==> config.mk <==
export PLATFORM = sky130hd
export DESIGN_NAME = core_wake_seq
export DESIGN_NICKNAME = d
export VERILOG_FILES = /design/src/rtl/cws_pkg.sv /design/src/rtl/cws_regs.sv /design/src/rtl/cws_timer.sv /design/src/rtl/cws_clamp.sv /design/src/rtl/core_wake_seq.sv
export SDC_FILE = /design/constraint.sdc
export NUM_CORES = 1
export LEC_CHECK = 0
export BUFFER_PORTS_ARGS = -buffer_cell sky130_fd_sc_hd__buf_4
export CORE_MARGIN = 2
export CORE_UTILIZATION = 40
export DETAILED_ROUTE_END_ITERATION = 12
export PLACE_DENSITY = 0.71
export SLEW_MARGIN = 40
export SYNTH_ARGS = -nofsm -noshare
export SYNTH_HDL_FRONTEND = slang
export SYNTH_HIERARCHICAL = 1
export SYNTH_SLANG_ARGS = --single-unit
==> constraint.sdc <==
create_clock -name clk -period 6.1 [get_ports clk]
set_clock_uncertainty 0.1 [all_clocks]
set_input_delay 0.915 -clock clk [delete_from_list [all_inputs] [get_ports clk]]
set_output_delay 0.915 -clock clk [all_outputs]
set_load 0.005 [all_outputs]
==> src/rtl/cws_pkg.sv <==
package cws_pkg;
  localparam int ADDR_W = 2;
  localparam logic [ADDR_W-1:0] A_CTRL = 2'd0;
  localparam logic [ADDR_W-1:0] A_BOOT = 2'd1;
  localparam logic [ADDR_W-1:0] A_HOLD = 2'd2;

  typedef enum logic [2:0] {
    ST_IDLE,
    ST_PREP,
    ST_CLAMP,
    ST_SETTLE,
    ST_UNGATE,
    ST_DBG
  } cws_state_e;
endpackage

==> src/rtl/cws_regs.sv <==
module cws_regs
  import cws_pkg::*;
#(
  parameter int DW     = 32,
  parameter int HOLD_W = 8
) (
  input  logic              clk,
  input  logic              rst,
  input  logic              wr_en,
  input  logic [ADDR_W-1:0] wr_addr,
  input  logic [DW-1:0]     wr_data,
  input  logic [ADDR_W-1:0] rd_addr,
  output logic [DW-1:0]     rd_data,
  input  logic              busy,
  input  logic              done,
  output logic              start_req,
  output logic [DW-1:0]     boot_addr,
  output logic [HOLD_W-1:0] hold_cyc
);
  // Configuration is frozen while a sequence runs.
  always_ff @(posedge clk) begin
    if (rst) begin
      boot_addr <= '0;
      hold_cyc  <= HOLD_W'(1);
    end else if (wr_en && !busy) begin
      if (wr_addr == A_BOOT) boot_addr <= wr_data;
      if (wr_addr == A_HOLD) hold_cyc  <= wr_data[HOLD_W-1:0];
    end
  end

  assign start_req = wr_en && (wr_addr == A_CTRL) && wr_data[0];

  always_comb begin
    case (rd_addr)
      A_CTRL:  rd_data = {{(DW-2){1'b0}}, done, busy};
      A_BOOT:  rd_data = boot_addr;
      A_HOLD:  rd_data = DW'(hold_cyc);
      default: rd_data = '0;
    endcase
  end
endmodule

==> src/rtl/cws_timer.sv <==
module cws_timer #(
  parameter int W = 24
) (
  input  logic         clk,
  input  logic         rst,
  input  logic         restart,
  input  logic [W-1:0] limit,
  output logic         expire
);
  logic [W-1:0] cnt;

  // limit is at least 1; expire marks the last cycle of the window.
  assign expire = (cnt >= (limit - W'(1)));

  always_ff @(posedge clk) begin
    if (rst || restart) cnt <= '0;
    else if (!expire)   cnt <= cnt + W'(1);
  end
endmodule

==> src/rtl/cws_clamp.sv <==
module cws_clamp #(
  parameter int N = 8
) (
  input  logic         clk,
  input  logic         rst,
  input  logic         preset,
  input  logic         step,
  output logic [N-1:0] vec,
  output logic         last
);
  logic [N-1:0] shifted;

  // Each step drops the highest remaining set bit.
  for (genvar g = 0; g < N; g++) begin : g_bit
    if (g == N - 1) begin : g_top
      assign shifted[g] = 1'b0;
    end else begin : g_low
      assign shifted[g] = vec[g+1];
    end
  end

  assign last = (vec == N'(1));

  always_ff @(posedge clk) begin
    if (rst || preset) vec <= '1;
    else if (step)     vec <= shifted;
  end
endmodule

==> src/rtl/core_wake_seq.sv <==
module core_wake_seq
  import cws_pkg::*;
#(
  parameter int CLK_HZ    = 250_000_000,
  parameter int SETTLE_US = 10_000,
  parameter int GATE_US   = 1_000,
  parameter int HOLD_W    = 8,
  parameter int CLAMP_W   = 8,
  parameter int DATA_W    = 32
) (
  input  logic              clk,
  input  logic              rst,
  input  logic              wr_en,
  input  logic [ADDR_W-1:0] wr_addr,
  input  logic [DATA_W-1:0] wr_data,
  input  logic [ADDR_W-1:0] rd_addr,
  output logic [DATA_W-1:0] rd_data,
  output logic [DATA_W-1:0] boot_addr,
  output logic [1:0]        core_rst,
  output logic [CLAMP_W-1:0] clamp,
  output logic              pwr_gate,
  output logic              l1_rst_dis,
  output logic              dbg_pwrup,
  output logic              busy,
  output logic              done
);
  localparam int CYC_PER_US = CLK_HZ / 1_000_000;
  localparam int SETTLE_RAW = CYC_PER_US * SETTLE_US;
  localparam int GATE_RAW   = CYC_PER_US * GATE_US;
  localparam int SETTLE_CYC = (SETTLE_RAW < 1) ? 1 : SETTLE_RAW;
  localparam int GATE_CYC   = (GATE_RAW < 1) ? 1 : GATE_RAW;
  localparam int HOLD_MAX   = 1 << HOLD_W;
  localparam int MAX_A      = (SETTLE_CYC > GATE_CYC) ? SETTLE_CYC : GATE_CYC;
  localparam int MAX_CYC    = (MAX_A > HOLD_MAX) ? MAX_A : HOLD_MAX;
  localparam int CNT_W      = $clog2(MAX_CYC) + 1;

  cws_state_e        state;
  logic              start_req;
  logic [HOLD_W-1:0] hold_cyc;
  logic [HOLD_W-1:0] hold_eff;
  logic [CNT_W-1:0]  limit;
  logic              expire;
  logic              restart;
  logic              clamp_step;
  logic              clamp_preset;
  logic              clamp_last;

  cws_regs #(.DW(DATA_W), .HOLD_W(HOLD_W)) u_regs (
    .clk       (clk),
    .rst       (rst),
    .wr_en     (wr_en),
    .wr_addr   (wr_addr),
    .wr_data   (wr_data),
    .rd_addr   (rd_addr),
    .rd_data   (rd_data),
    .busy      (busy),
    .done      (done),
    .start_req (start_req),
    .boot_addr (boot_addr),
    .hold_cyc  (hold_cyc)
  );

  assign hold_eff = (hold_cyc == '0) ? HOLD_W'(1) : hold_cyc;

  always_comb begin
    case (state)
      ST_CLAMP:  limit = CNT_W'(hold_eff);
      ST_SETTLE: limit = CNT_W'(SETTLE_CYC);
      ST_UNGATE: limit = CNT_W'(GATE_CYC);
      default:   limit = CNT_W'(1);
    endcase
  end

  assign restart = (state == ST_PREP) ||
                   (expire && (state == ST_CLAMP || state == ST_SETTLE || state == ST_UNGATE));
  assign clamp_step   = (state == ST_CLAMP) && expire;
  assign clamp_preset = (state == ST_PREP);

  cws_timer #(.W(CNT_W)) u_timer (
    .clk     (clk),
    .rst     (rst),
    .restart (restart),
    .limit   (limit),
    .expire  (expire)
  );

  cws_clamp #(.N(CLAMP_W)) u_clamp (
    .clk    (clk),
    .rst    (rst),
    .preset (clamp_preset),
    .step   (clamp_step),
    .vec    (clamp),
    .last   (clamp_last)
  );

  always_ff @(posedge clk) begin
    if (rst) begin
      state      <= ST_IDLE;
      core_rst   <= 2'b00;
      pwr_gate   <= 1'b1;
      l1_rst_dis <= 1'b1;
      dbg_pwrup  <= 1'b0;
      busy       <= 1'b0;
      done       <= 1'b0;
    end else begin
      case (state)
        ST_IDLE: begin
          if (start_req) begin
            state <= ST_PREP;
            busy  <= 1'b1;
            done  <= 1'b0;
          end
        end
        ST_PREP: begin
          core_rst   <= 2'b00;
          l1_rst_dis <= 1'b0;
          dbg_pwrup  <= 1'b0;
          pwr_gate   <= 1'b1;
          state      <= ST_CLAMP;
        end
        ST_CLAMP: begin
          if (expire && clamp_last) state <= ST_SETTLE;
        end
        ST_SETTLE: begin
          if (expire) begin
            pwr_gate <= 1'b0;
            state    <= ST_UNGATE;
          end
        end
        ST_UNGATE: begin
          if (expire) begin
            core_rst <= 2'b11;
            state    <= ST_DBG;
          end
        end
        ST_DBG: begin
          dbg_pwrup <= 1'b1;
          busy      <= 1'b0;
          done      <= 1'b1;
          state     <= ST_IDLE;
        end
        default: state <= ST_IDLE;
      endcase
    end
  end
endmodule

-- Yosys cells after proc, flatten, opt, wreduce, memory -nomap -nowiden
Index checks and enable logic that the tools add are counted.
W data, S select, Z words.
- flip-flop bits (word level): 81
- bits of input ports: 39
- output and inout port bits: 79
- word-level logic and storage cells: 71
- add/subtract/negate cells: 2
- order comparisons: 1
- eq/ne operators: 14
- multiplexer cells: 17
- reductions and logical operators: 26
- operators with widths (operator ; count):
    $pmux W32 S3 ; 1
    $pmux W22 S3 ; 1
    $add A23 B1 Y23 const B ; 1
    $ge A23 B23 Y1 ; 1
    $sub A22 B1 Y23 const B ; 1
    $pmux W3 S5 ; 1
    $mux W3 ; 4
    $reduce_and A2 Y1 ; 5
    $eq A8 B1 Y1 const B ; 1
    $logic_not A8 Y1 ; 1
    $mux W8 ; 1
    $pmux W1 S2 ; 4
    $reduce_bool A2 Y1 ; 4
    $eq A3 B2 Y1 const B ; 2
    $eq A3 B3 Y1 const B ; 2
    $logic_and A1 B1 Y1 ; 6
    $ne A2 B2 Y1 const B ; 3
    $logic_or A1 B1 Y1 ; 5
    $eq A2 B1 Y1 const B ; 2
    $eq A2 B2 Y1 const B ; 2
    $logic_not A2 Y1 ; 2
    $pmux W2 S2 ; 1
    $reduce_and A4 Y1 ; 1
    $eq A3 B1 Y1 const B ; 1
    5 further kinds ; 7

-- Logic depth before layout (Yosys ltp)
- depth after elaboration: 8
- mapped depth: 23

-- Hierarchy
Netlist, hierarchy kept.
- modules (own cells, without submodules) (module ; times used ; cells an instance ; area an instance (sq um)):
    cws_timer ; 1 ; 261 ; 2083.2
    cws_regs ; 1 ; 209 ; 2067.0
    core_wake_seq ; 1 ; 79 ; 598.1
    cws_clamp ; 1 ; 29 ; 296.5

-- Worst setup path before layout
No wires, ideal clock.
- path kind: register to register
- start: register state[1]
- end: register u_timer.cnt[0]
- arrival: 5.164 ns
- data required time: 5.868 ns
- slack: 0.704 ns
- stages on the path, launching flop included: 24
- period minus slack after synthesis: 5.396 ns
- path through: dfxtp_1 -> buf_6 -> nor3b_1 -> a21o_1 -> a21oi_1 -> inv_1 -> nand3_1 -> or4_4 -> nor2_4 -> nand2_1 -> xor2_1 -> ha_1 -> nand4_1 -> nor4_1 -> o211ai_1 -> or2_2 -> nand2_1 -> clkbuf_1 -> nand2_1 -> o21ai_0 -> a22o_1 -> or2_2 -> clkbuf_1 -> a21oi_1
- word-level cells in the longest chain between the ends: 7
- elaborated cells on any way between the ends: 12
- ends and longest elaborated chain (element ; line ; source):
    from (decl) ; core_wake_seq.sv:37 ; cws_state_e state;
    from (signal assigned) ; core_wake_seq.sv:98 ; state <= ST_IDLE;
    from (signal assigned) ; core_wake_seq.sv:109 ; state <= ST_PREP;
    from (signal assigned) ; core_wake_seq.sv:119 ; state <= ST_CLAMP;
    $eq A3 B3 Y1 or $eq A3 B2 Y1 (tied branches) ; core_wake_seq.sv:66 ; case (state)
    $pmux W22 S3 (*) ; core_wake_seq.sv:66 ;
    named net limit[12] ; core_wake_seq.sv:41 ; logic [CNT_W-1:0] limit;
    $sub A22 B1 Y23 (*) ; cws_timer.sv:13 ; assign expire = (cnt >= (limit - W'(1)));
    $ge A23 B23 Y1 (*) ; cws_timer.sv:13 ;
    named net expire ; core_wake_seq.sv:42 ; logic expire;
    $logic_and A1 B1 Y1 (*) ; core_wake_seq.sv:75 ; (expire && (state == ST_CLAMP || state == ST_SETTLE || state == ST_UNGATE));
    $logic_or A1 B1 Y1 (*) ; core_wake_seq.sv:74 ; assign restart = (state == ST_PREP) ||
    named net restart ; core_wake_seq.sv:43 ; logic restart;
    $logic_or A1 B1 Y1 (*) ; cws_timer.sv:16 ; if (rst || restart) cnt <= '0;
    to (signal assigned) ; cws_timer.sv:17 ; else if (!expire) cnt <= cnt + W'(1);
    to (decl) ; cws_timer.sv:10 ; logic [W-1:0] cnt;
The timed path passes the listed nets; every way through them passes the cells marked *.
A chain may end at the register's enable or synchronous reset.

-- Worst setup path in the final report
- start: register state[0]
- end: register u_clamp.vec[3]
- word-level cells in the longest chain between the ends: 5
- elaborated cells on any way between the ends: 9
- ends and longest elaborated chain (element ; line ; source):
    $eq A3 B3 Y1 or $eq A3 B2 Y1 (tied branches) ; core_wake_seq.sv:66 ;
    $pmux W22 S3 (*) ; core_wake_seq.sv:66 ;
    named net limit[6] ; core_wake_seq.sv:41 ;
    $sub A22 B1 Y23 (*) ; cws_timer.sv:13 ;
    $ge A23 B23 Y1 (*) ; cws_timer.sv:13 ;
    named net expire ; core_wake_seq.sv:42 ;
    $logic_and A1 B1 Y1 (*) ; core_wake_seq.sv:76 ; assign clamp_step = (state == ST_CLAMP) && expire;
    named net clamp_step ; core_wake_seq.sv:44 ; logic clamp_step;
    to (signal assigned) ; cws_clamp.sv:26 ; else if (step) vec <= shifted;
    to (decl) ; cws_clamp.sv:8 ; output logic [N-1:0] vec,
Marked as above.

==> qor.log <==
INFO  final_layout   area_growth=25.6%
INFO  yosys          syn_area=5040um^2
INFO  die            die_w=116um
INFO  yosys          synth-async-reset-ratio=0
INFO  yosys          synth-edff-count=0
INFO  final_layout   fin_cells=863
INFO  global_routing antenna_found_initial=0
INFO  clock_tree     clock_latency=340ps
INFO  detailed_routing drt-wirelength-per-cell=14.4um
INFO  power_and_ir_drop total_leakage_power=2.59nW
INFO  timing         hold_viol_final=0
INFO  final_layout   drive_above_1_share=0.229
INFO  yosys          number_of_cells_produced_by_synthesis=578
INFO  detailed_routing detailedRoute.firstPassIterationCount=4
INFO  clock_tree     cts_hold_buffers=0
INFO  detailed_routing met2WireLength=6080um
INFO  critical_path  crit_family=simple AND/OR/NAND/NOR gates
INFO  detailed_routing vias_per_cell=5.27
INFO  die            chipHeight=116um
INFO  yosys          dominantRegCellSynth=dfxtp_1
INFO  detailed_routing drt_first_iter_violations=294
INFO  yosys          synth_warnings=6
INFO  power_and_ir_drop power-per-cell-area=207nW/um^2
INFO  yosys          synth-xor-area-share=0.0365
INFO  critical_path  critical-path-slowest-cell=dfxtp_1
INFO  die            floorplan.rows=41
INFO  timing         setup_repair_after_global_routing_missed_its_margin=no
INFO  critical_path  kind_of_critical_path=reg2reg
INFO  timing         final_critical_path_required_period=5600ps
INFO  timing         worst_pin_slew=696ps
INFO  clock_tree     cts.path.max_buffers=2
INFO  clock_tree     h-tree-depth=3
INFO  final_layout   layout_commonest_cell=buf_4
INFO  detailed_routing post-route-drc-count=0
INFO  yosys          adder_cell_area_share_of_the_yosys_netlist=0.0620
INFO  yosys          synth_top_family_by_area=simple AND/OR/NAND/NOR gates
INFO  yosys          synth.area.top_cells=dfxtp_1 (32%), mux2i_1 (10%), nand2b_1 (9.5%)
INFO  power_and_ir_drop power.combinational.fraction=0.123
INFO  power_and_ir_drop swShare=0.249
INFO  final_layout   finalNetCount=750
INFO  yosys          yosys-mux-area-fraction=0.101
INFO  critical_path  crit_chain=nor2_1 -> and2_1 -> or4_4 -> or3_4 -> or3_4 -> nor3_2 -> nand3b_1 -> xor2_1 -> ha_1 -> nand4_1 -> nor4_1 -> o211ai_1 -> or2_2 -> nand2_1 -> buf_4 -> and2_2 -> mux2i_1 -> nand2_1
INFO  power_and_ir_drop p_int=0.984mW
INFO  timing         timing.fmax=178MHz
INFO  critical_path  crit_path_start_kind=register
INFO  power_and_ir_drop p_seq_frac=0.424
INFO  placement      io_buffer_count=117
INFO  critical_path  worst_r2r_startpoint=state[0]$_SDFFE_PP0P_
INFO  outcome        run_status=finished, final reports clean
INFO  critical_path  path_max_fanout=20
INFO  yosys          netlist.top_cell.by_area=dfxtp_1
INFO  power_and_ir_drop power.switching=0.326mW
INFO  timing         timing.final.crit_share=0.919
INFO  global_routing via_count_of_the_first_global_routing_pass=4,351
INFO  timing         worst_slack=496ps
INFO  power_and_ir_drop power.clock.fraction=0.454
INFO  clock_tree     tritoncts=yes
INFO  detailed_routing m1WireLength=5320um
INFO  timing         setup_viol=0
INFO  global_routing globalRoute.totalOverflow=0
INFO  final_layout   layout_common_cells=buf_4 (121), dfxtp_1 (79), nand2b_1 (77), mux2i_1 (51), a21oi_1 (35)
INFO  clock_tree     path_clk_slew=60ps
INFO  clock_tree     tritoncts.num_buffers=9
INFO  job            maxCapViolations=0
INFO  global_routing grt_start_max_net_pins=90
INFO  yosys          synth_sequential_area_ratio=0.317
INFO  critical_path  critical-path-max-stage-delay=690ps
INFO  hold_path      worst_hold_startpoint=pwr_gate$_SDFFE_PP1P_
INFO  detailed_routing met3RoutedLength=846um
INFO  critical_path  endpoint_kind=register
INFO  detailed_routing routed-via-count=4,544
INFO  die            initial_core_utilization=0.405
INFO  yosys          postSynthAreaPerCell=8.73um^2
INFO  placement      place_congestion=0.855
INFO  die            boundaryPins=118
INFO  yosys          synth-compound-area-share=0.121
INFO  timing         worst_slew_margin_rel=0.535
INFO  clock_tree     root_buffer=clkbuf_16
INFO  clock_tree     cts_setup_buffers=0
INFO  yosys          postSynthRegisterBits=80
INFO  detailed_routing postRouteAntennaNets=0
INFO  global_routing global_route_wire_length_before_repair=20,700um
INFO  global_routing grtUsageTotal=0.190
INFO  clock_tree     cts.sinks=80
INFO  yosys          synth_simple_gate_area_frac=0.313
INFO  timing         max_slew_violation_count=0
INFO  placement      dp_hpwl=9030um
INFO  critical_path  cp_data_required_time=6200ps
INFO  yosys          post_synth_num_cell_types=61
INFO  timing         finalSetupTns=0ps
INFO  hold_path      hold_class=reg2reg
INFO  critical_path  crit_start=state[0]$_SDFFE_PP0P_
INFO  final_layout   diodes=0
INFO  critical_path  crit_path_buffers_inverters=1
INFO  die            dieArea=13,500um^2
INFO  critical_path  signal_arrival_time_at_the_worst_endpoint=5700ps
INFO  detailed_routing uppermost_layer_routed=met4
INFO  placement      dp_cells=847
INFO  placement      post-place-ws=367ps
INFO  detailed_routing wirelength=12,400um
INFO  die            fp.coreArea=12,500um^2
INFO  yosys          synth_top_cell_area_share=0.317
INFO  power_and_ir_drop vdd.ir_drop.worst=0.124mV
what timing repair did:
| item | in CTS | in global routing |
|---|---|---|
| endpoints found under the setup margin | 0 | 26 |
| hold endpoints to repair | 0 | 0 |
| resized for setup | 0 | 3 |
power by group through the flow:
stage | Sequential (mW) | Combinational, mW | Clock (mW)
6_report | 0.554 | 0.161 | 0.594
5_1_grt | 0.556 | 0.178 | 0.629
4_1_cts | 0.554 | 0.161 | 0.609
3_5_place_dp | 0.566 | 0.161 | 0
3_3_place_gp | 0.565 | 0.157 | 0
2_1_floorplan | 0.560 | 0.107 | 0
layer usage:
layer | GRT usage | vias up
li1 | - | 2274
met1 | 0.230 | 2126
met2 | 0.319 | 127
met3 | 0.0566 | 17
met4 | 0.0722 | 0
met5 | 0 | -
flip-flops by register name (all words and copies together) (netlist names):
signal / cells
done: 1
u_regs/boot_addr: 32
pwr_gate: 1
u_clamp/vec: 8
l1_rst_dis: 1
u_regs/hold_cyc: 8
core_rst: 1
dbg_pwrup: 1
state: 3
busy: 1
u_timer/cnt: 23
cell families (layout without fill, tap and decap cells):
| group | after synthesis | in the layout |
|---|---|---|
| and+or+nand+nor | 266 | 266 |
| adders and majority gates | 25 | 25 |
| muxes | 51 | 51 |
| other | 1 | 13 |
| xor gates and xnor gates | 21 | 21 |
| buffers and inverters | 42 | 143 |
| DFF | 80 | 80 |
| AOI/OAI and AO/OA | 92 | 92 |
Yosys cell counts (9+ instances only):
master / count
nor3_1: 9
mux2i_1: 51
and2_1: 31
a21oi_1: 35
nor2_1: 28
o31ai_1: 17
dfxtp_1: 80
nand2b_1: 77
xnor2_1: 13
nand3_1: 15
o21ai_0: 10
or4_1: 17
clkbuf_1: 20
ha_1: 25
nand2_1: 32
area by class of cell:
cell class,instances,area [um^2]
fillers,1182,6130
inverters,6,22.5
repair buffers,121,908
well taps,172,215
clock inverters,7,105
flip-flops and latches,80,1600
clock buffers,9,225
multi-input cells,468,3260
metrics by stage:
stage               hold WS, ps   util  cell area [um^2]  power (mW)
CTS                         382  0.508              6330        1.33
global route                404  0.508              6340        1.36
finish                      380  0.508              6340        1.31
floorplan                   356      -              5090       0.667
global placement            354  0.481              6000       0.723
detailed placement          358  0.481              6000       0.726
path summary, 6_finish.rpt:
| path | to | cells past startpoint | slack, ps |
|---|---|---|---|
| worst max-delay path | u_clamp/vec[3]$_SDFFE_PP1P_ | 18 | 500 |
| worst min-delay path | pwr_gate$_SDFFE_PP1P_ | 1 | 380 |
| worst min register to register | pwr_gate$_SDFFE_PP1P_ | 1 | 380 |
| worst max register to register | u_clamp/vec[3]$_SDFFE_PP1P_ | 18 | 500 |
Power figures use the tool's default switching activity.
